[config.mk]
export PLATFORM = sky130hd
export DESIGN_NAME = eint_ctrl
export DESIGN_NICKNAME = d
export VERILOG_FILES = /design/src/rtl/eint_pkg.sv /design/src/rtl/eint_sync.sv /design/src/rtl/eint_trigger.sv /design/src/rtl/eint_bank.sv /design/src/rtl/eint_ctrl.sv
export SDC_FILE = /design/constraint.sdc
export NUM_CORES = 1
export LEC_CHECK = 0
export BUFFER_PORTS_ARGS = -buffer_cell sky130_fd_sc_hd__buf_4
export CELL_PAD_IN_SITES_DETAIL_PLACEMENT = 0
export CELL_PAD_IN_SITES_GLOBAL_PLACEMENT = 1
export CORE_AREA = 10 10 180 182
export DETAILED_ROUTE_END_ITERATION = 10
export DIE_AREA = 0 0 190 192
export GPL_ROUTABILITY_DRIVEN = 0
export PLACE_DENSITY_LB_ADDON = 0.25
export SYNTH_ARGS = -nofsm -noshare
export SYNTH_HDL_FRONTEND = slang
export SYNTH_SLANG_ARGS = --single-unit
[constraint.sdc]
create_clock -name clk -period 1.7 [get_ports clk]
set_clock_uncertainty 0.2 [all_clocks]
set_input_delay 0.17 -clock clk [delete_from_list [all_inputs] [get_ports clk]]
set_output_delay 0.17 -clock clk [all_outputs]
set_load 0.02 [all_outputs]
[src/rtl/eint_pkg.sv]
package eint_pkg;

    localparam int BANK_PINS    = 8;
    localparam int MODE_W       = 3;
    localparam int FIELD_STRIDE = 4;
    localparam int KIND_W       = 2;

    // Low two bits of a trigger field when its top bit is clear.
    typedef enum logic [1:0] {
        TRIG_LOW  = 2'b00,
        TRIG_HIGH = 2'b01,
        TRIG_FALL = 2'b10,
        TRIG_RISE = 2'b11
    } trig_base_e;

    // Register class, taken from the upper bits of the word index.
    typedef enum logic [KIND_W-1:0] {
        REG_CFG  = 2'd0,
        REG_MASK = 2'd1,
        REG_PEND = 2'd2,
        REG_NONE = 2'd3
    } reg_kind_e;

    typedef struct packed {
        logic [BANK_PINS-1:0][MODE_W-1:0] cfg;
        logic [BANK_PINS-1:0]             mask;
        logic [BANK_PINS-1:0]             pend;
        logic [BANK_PINS-1:0]             prev;
    } bank_state_t;

endpackage

[src/rtl/eint_sync.sv]
module eint_sync #(
    parameter int WIDTH  = 32,
    parameter int STAGES = 2
) (
    input  logic             clk,
    input  logic             rst_n,
    input  logic [WIDTH-1:0] d_i,
    output logic [WIDTH-1:0] q_o
);

    logic [STAGES-1:0][WIDTH-1:0] stage_d;
    logic [STAGES-1:0][WIDTH-1:0] stage_q;

    always_comb begin
        stage_d[0] = d_i;
        for (int k = 1; k < STAGES; k++) begin
            stage_d[k] = stage_q[k-1];
        end
    end

    always_ff @(posedge clk or negedge rst_n) begin
        if (!rst_n) begin
            stage_q <= '0;
        end else begin
            stage_q <= stage_d;
        end
    end

    assign q_o = stage_q[STAGES-1];

endmodule

[src/rtl/eint_trigger.sv]
module eint_trigger
    import eint_pkg::*;
(
    input  logic [MODE_W-1:0] mode_i,
    input  logic              cur_i,
    input  logic              prev_i,
    output logic              hit_o
);

    always_comb begin
        if (mode_i[MODE_W-1]) begin
            // Any code with the top bit set means either edge.
            hit_o = cur_i ^ prev_i;
        end else begin
            unique case (trig_base_e'(mode_i[1:0]))
                TRIG_LOW:  hit_o = ~cur_i;
                TRIG_HIGH: hit_o = cur_i;
                TRIG_FALL: hit_o = ~cur_i & prev_i;
                TRIG_RISE: hit_o = cur_i & ~prev_i;
                default:   hit_o = 1'b0;
            endcase
        end
    end

endmodule

[src/rtl/eint_bank.sv]
module eint_bank
    import eint_pkg::*;
#(
    parameter int DATA_W = 32
) (
    input  logic                 clk,
    input  logic                 rst_n,
    input  logic [BANK_PINS-1:0] pin_s_i,
    input  logic                 cfg_we_i,
    input  logic                 mask_we_i,
    input  logic                 pend_we_i,
    input  logic [DATA_W-1:0]    wdata_i,
    output logic [DATA_W-1:0]    cfg_rd_o,
    output logic [BANK_PINS-1:0] mask_o,
    output logic [BANK_PINS-1:0] pend_o,
    output logic [BANK_PINS-1:0] req_o
);

    bank_state_t          st_d, st_q;
    logic [BANK_PINS-1:0] hit;
    logic [BANK_PINS-1:0] clr;
    logic [BANK_PINS-1:0] unused_gap_bits;

    for (genvar g = 0; g < BANK_PINS; g++) begin : g_pin
        eint_trigger u_trig (
            .mode_i (st_q.cfg[g]),
            .cur_i  (pin_s_i[g]),
            .prev_i (st_q.prev[g]),
            .hit_o  (hit[g])
        );
        assign unused_gap_bits[g] = wdata_i[g*FIELD_STRIDE + MODE_W];

        assert_rise_sets_R3: assert property (@(posedge clk) disable iff (!rst_n)
            (st_q.cfg[g] == 3'b011 && pin_s_i[g] && !st_q.prev[g]) |=> st_q.pend[g])
            else $error("rising edge lost on bank pin %0d", g);

        assert_level_hold_R6: assert property (@(posedge clk) disable iff (!rst_n)
            (st_q.cfg[g] == 3'b000 && !pin_s_i[g]) |=> st_q.pend[g])
            else $error("active low level did not hold pending on pin %0d", g);

        assert_w1c_keep_R8: assert property (@(posedge clk) disable iff (!rst_n)
            (st_q.pend[g] && !(pend_we_i && wdata_i[g])) |=> st_q.pend[g])
            else $error("pending bit %0d dropped without a one written", g);

        assert_pend_cause_R9: assert property (@(posedge clk) disable iff (!rst_n)
            $rose(st_q.pend[g]) |-> $past(hit[g]))
            else $error("pending bit %0d set with no trigger event", g);
    end

    always_comb begin
        st_d      = st_q;
        st_d.prev = pin_s_i;
        if (cfg_we_i) begin
            for (int k = 0; k < BANK_PINS; k++) begin
                st_d.cfg[k] = wdata_i[k*FIELD_STRIDE +: MODE_W];
            end
        end
        if (mask_we_i) begin
            st_d.mask = wdata_i[BANK_PINS-1:0];
        end
        clr       = pend_we_i ? wdata_i[BANK_PINS-1:0] : '0;
        // A new event wins over a clear in the same cycle.
        st_d.pend = (st_q.pend & ~clr) | hit;
    end

    always_ff @(posedge clk or negedge rst_n) begin
        if (!rst_n) begin
            st_q.cfg  <= '0;
            st_q.mask <= '1;
            st_q.pend <= '0;
            st_q.prev <= '0;
        end else begin
            st_q <= st_d;
        end
    end

    always_comb begin
        cfg_rd_o = '0;
        for (int k = 0; k < BANK_PINS; k++) begin
            cfg_rd_o[k*FIELD_STRIDE +: MODE_W] = st_q.cfg[k];
        end
    end

    assign mask_o = st_q.mask;
    assign pend_o = st_q.pend;
    assign req_o  = st_q.pend & ~st_q.mask;

endmodule

[src/rtl/eint_ctrl.sv]
module eint_ctrl
    import eint_pkg::*;
#(
    parameter int NUM_PINS    = 32,
    parameter int DIRECT_PINS = 16,
    parameter int DATA_W      = 32,
    parameter int SYNC_STAGES = 2,
    localparam int NUM_BANKS  = NUM_PINS / BANK_PINS,
    localparam int BANK_W     = $clog2(NUM_BANKS),
    localparam int ADDR_W     = BANK_W + KIND_W
) (
    input  logic                   clk,
    input  logic                   rst_n,
    input  logic [NUM_PINS-1:0]    pins_i,
    input  logic                   bus_we,
    input  logic [ADDR_W-1:0]      bus_addr,
    input  logic [DATA_W-1:0]      bus_wdata,
    output logic [DATA_W-1:0]      bus_rdata,
    output logic [DIRECT_PINS-1:0] irq_direct,
    output logic                   irq_shared
);

    logic [NUM_PINS-1:0]                  pins_s;
    logic [NUM_BANKS-1:0][DATA_W-1:0]     cfg_rd;
    logic [NUM_BANKS-1:0][BANK_PINS-1:0]  mask_v;
    logic [NUM_BANKS-1:0][BANK_PINS-1:0]  pend_v;
    logic [NUM_BANKS-1:0][BANK_PINS-1:0]  req_v;
    logic [NUM_PINS-1:0]                  req_all;
    reg_kind_e                            kind;
    logic [BANK_W-1:0]                    bank_sel;

    assign kind     = reg_kind_e'(bus_addr[ADDR_W-1 -: KIND_W]);
    assign bank_sel = bus_addr[BANK_W-1:0];

    eint_sync #(
        .WIDTH  (NUM_PINS),
        .STAGES (SYNC_STAGES)
    ) u_sync (
        .clk   (clk),
        .rst_n (rst_n),
        .d_i   (pins_i),
        .q_o   (pins_s)
    );

    for (genvar b = 0; b < NUM_BANKS; b++) begin : g_bank
        logic sel;
        assign sel = bus_we && (bank_sel == BANK_W'(b));

        eint_bank #(
            .DATA_W (DATA_W)
        ) u_bank (
            .clk       (clk),
            .rst_n     (rst_n),
            .pin_s_i   (pins_s[b*BANK_PINS +: BANK_PINS]),
            .cfg_we_i  (sel && kind == REG_CFG),
            .mask_we_i (sel && kind == REG_MASK),
            .pend_we_i (sel && kind == REG_PEND),
            .wdata_i   (bus_wdata),
            .cfg_rd_o  (cfg_rd[b]),
            .mask_o    (mask_v[b]),
            .pend_o    (pend_v[b]),
            .req_o     (req_v[b])
        );
    end

    always_comb begin
        bus_rdata = '0;
        unique case (kind)
            REG_CFG:  bus_rdata = cfg_rd[bank_sel];
            REG_MASK: bus_rdata[BANK_PINS-1:0] = mask_v[bank_sel];
            REG_PEND: bus_rdata[BANK_PINS-1:0] = pend_v[bank_sel];
            default:  bus_rdata = '0;
        endcase
    end

    assign req_all    = req_v;
    assign irq_direct = req_all[DIRECT_PINS-1:0];
    assign irq_shared = |req_all[NUM_PINS-1:DIRECT_PINS];

endmodule

==> summary.md <==
| Metric | Value |
|---|---|
| Total number of placement rows | `62` |
| Clock slew at the register clock pins of the worst setup and hold paths | `roughly 60 ps` |
| Remaining number of nets flagged by the antenna check after routing | `0` |
| Run status | `finished, violations left` |
| Post-synthesis average cell area | `between 10 and 15 sq um` |
| Clock Tree Root | `clkbuf_16` |
| Flip-flop and latch count after synthesis | `roughly 260` |
| Final Worst Setup Slack | `-674 ps` |
| HPWL after detailed placement | `between 20,000 and 25,000 um` |
| Total power density per cell area | `1100 nW/um^2` |
| Post-DR vias/cell | `between 5 and 6` |
| Actual slew at the worst max-slew pin | `about 1500 ps` |
| Minimum hold slack | `72.3 ps` |
| Peak ir drop on the vdd network | `between 0.7 and 0.8 mV` |
| Classification of the worst setup path | `reg2out` |
| Number of nets in the layout | `roughly 1,400` |
| Setup repair after global routing missed its margin | `yes` |
| Number of DRC violations after detailed-routing iteration 0 | `377` |
| Detailed-route via count | `around 8,600` |
| Yosys warning count | `0` |
| Share of cells above drive strength 1 | `between 40% and 50%` |
| GR Util All Layers | `18.2%` |
| Via count of the first global-routing pass | `roughly 9,200` |
| Clk Latency, worst-skew pair | `between 500 and 600 ps` |
| MaxCap Viol Count | `1` |
| Filler Cell Count | `2,339` |
| Routed length per instance | `19.5 um` |
| Sum of overflow across all layers after global routing | `0` |
| Core ar. | `28,600 sq um` |
| Multi-input logic area | `around 5600 sq um` |
| Capturing element type of the critical path | `primary output` |
| Maximum number of pins on one net before global-route repair | `47` |
| Final wirelength | `approximately 33,000 um` |
| Setup violations, final | `28` |
| Kind of start point of the critical path | `register` |
| Critical path fanouts, max | `2` |
| Number of port buffers | `107` |
| Number of max-slew violations in the final report | `9` |
| Remaining max-slew budget at the tightest pin | `-0.284%` |
| Static Leakage | `0.00806 uW` |
| Wire length of the first global-routing pass | `52,400 um` |
| IO Pins | `between 100 and 150` |
| Period minus WS final | `2370 ps` |
| Height of the die | `about 190 um` |
| Area growth from synthesis to layout | `37.3%` |
| CP Data Arrival Time | `about 2000 ps` |
| Violated checks | `max-capacitance violations, max-slew violations, negative setup slack` |
| Number of distinct library cells after synthesis | `40` |
| Ratio of final minimum period to clock period | `140%` |
| Antenna violations before repair | `1` |
| Data required time of the critical path | `about 1300 ps` |
| CTS Buffer Depth | `3` |
| Post-synthesis instance area | `12,400 sq um` |
| Clock tree sinks | `roughly 260` |
| Final hold violations | `0` |
| Area enclosed by the die boundary | `~36,000 sq um` |
| Total power consumption of the routed design | `18,800 uW` |
| DR pass1 iterations | `4` |
| Maximum clock frequency | `421 MHz` |
| Area taken by flip-flops and latches | `6450 sq um` |
| H-tree Lvls | `1` |
| Die boundary width | `190 um` |
| Worst min-delay path category | `in2reg` |
| Number of design rule violations left after detail routing | `0` |
| Sequential share of the synthesized area | `about 52%` |
| Clock tree from TritonCTS | `built` |
| Post-synthesis instance total | `about 930` |
| Cts bufs inserted | `29` |
| Starting density of the core | `about 43%` |
## synth_stat cells
cell	number	area, sq um
nand3b_1	2	15.0
and2_1	18	113
a22o_1	2	17.5
o211a_1	12	120
mux2i_1	10	100
conb_1	1	3.75
mux2_4	40	601
xnor2_1	6	52.6
nand2_1	39	146
buf_1	1	3.75
mux2_2	82	923
nand2b_1	60	375
nor3_2	1	10.0
ha_1	64	801
inv_1	77	289
a21oi_1	14	70.1
o311ai_0	26	228
nor2_2	3	18.8
and3_1	14	87.6
buf_4	6	45.0
dfrtp_1	224	5610
buf_12	2	40.0
clkbuf_1	12	45.0
nor2_1	14	52.6
a2111oi_0	4	35.0
mux4_2	40	901
or3_1	2	12.5
o211ai_1	6	45.0
dfstp_2	32	841
a22oi_1	6	45.0
a211oi_1	12	90.1
buf_2	9	45.0
o31ai_1	32	240
nand2b_4	2	27.5
nand3_1	2	10.0
o21ai_0	16	80.1
or2_2	2	12.5
nand4_1	1	6.26
buf_6	8	90.1
nor2b_1	30	188
## layout by cell type, fill, tap and decap left out, drive strengths merged, types with 10 or more instances in the layout
master         n
a211oi        12
a21oi         14
and2          18
and3          14
buf          302
clkbuf        48
dfrtp        224
dfstp         32
dlygate4sd3   61
ha            64
inv           77
mux2         122
mux2i         10
mux4          40
nand2         39
nand2b        62
nor2          17
nor2b         30
o211a         12
o21ai         16
o311ai        26
o31ai         32
## registers in the layout, indices dropped and copies added (netlist names)
signal,count
g_bank.u_bank.cfg_rd_o,96
g_bank.u_bank.mask_o,32
g_bank.u_bank.pend_o,32
g_bank.u_bank.st_q,32
u_sync.q_o,32
u_sync.stage_d,32
## logic make-up (layout without fill, tap and decap cells)
family                     after synthesis  after routing  share of synthesized area, %
muxes                                  172            172                          20.3
buffers and inverters                  115            492                          4.49
other                                    1              7                        0.0302
AOI/OAI and AO/OA                      130            130                          7.81
adders and majority gates               64             64                          6.44
xor gates and xnor gates                 6              6                         0.423
and+or+nand+nor                        190            190                          8.65
DFF                                    256            256                          51.9
## critical path: stages, from the launching register on
cell       delay, ps
dfstp_2          530
inv_1             60
a2111oi_1        410
nand4_1          250
buf_6            200
## routing by layer
metal	part of all wire (%)	vias up	GRT usage [%]
met2	50	134	31.1
met4	2.1	0	4.52
li1	-	4044	-
met1	45	4333	23.7
met5	0	-	0
met3	3.3	43	2.77
## timing repair
item	CTS	global route
setup endpoints to repair	42	47
buffers inserted	46	11
hold endpoints to repair	444	0
pin swaps	29	8
resized for setup	92	30
hold buffers	61	0
## report_power, final
| part | switching (uW) | internal [uW] |
|---|---|---|
| registers | 582 | 7080 |
| clock network | 2490 | 3750 |
| logic | 1990 | 2890 |
| total | 5060 | 13700 |
## metrics by stage
stage,instance area [sq um],setup slack (ps),utilization (%),instances,TNS [ps]
6_report,17100,-674,59.6,1701,-11440
5_1_grt,17100,-775,59.6,1701,-12970
4_1_cts,16900,-668,59.0,1691,-12000
3_5_place_dp,14700,-473,51.3,1532,-33720
3_3_place_gp,14700,-477,51.3,1532,-32070
2_1_floorplan,12500,-46.8,-,939,-1870
## layout make-up
type / instances / share of cell area [%]
flip-flops and latches: 256 / 37.8
multi-input cells: 568 / 33.1
repair buffers: 363 / 19.1
clock buffers: 48 / 5.31
well taps: 384 / 2.81
inverters: 77 / 1.69
clock inverters: 4 / 0.264
diodes: 1 / 0.0147
## worst paths after layout
path | from | endpoint | slack [ps] | depth (start not counted)
hold reg to reg | u_sync.stage_d[43] | u_sync.q_o[11] | 140 | 0
setup / recovery | g_bank[2].u_bank.mask_o[0] | irq_shared | -670 | 4
min in group asynchronous | rst_n | u_sync.stage_d[40] | 470 | 3
max in group asynchronous | rst_n | g_bank[3].u_bank.mask_o[1] | 190 | 4
hold / removal | pins_i[29] | u_sync.stage_d[61] | 70 | 2
setup reg to reg | u_sync.q_o[22] | g_bank[2].u_bank.pend_o[6] | 90 | 5
No activity file was read; power rests on OpenSTA's default activity.
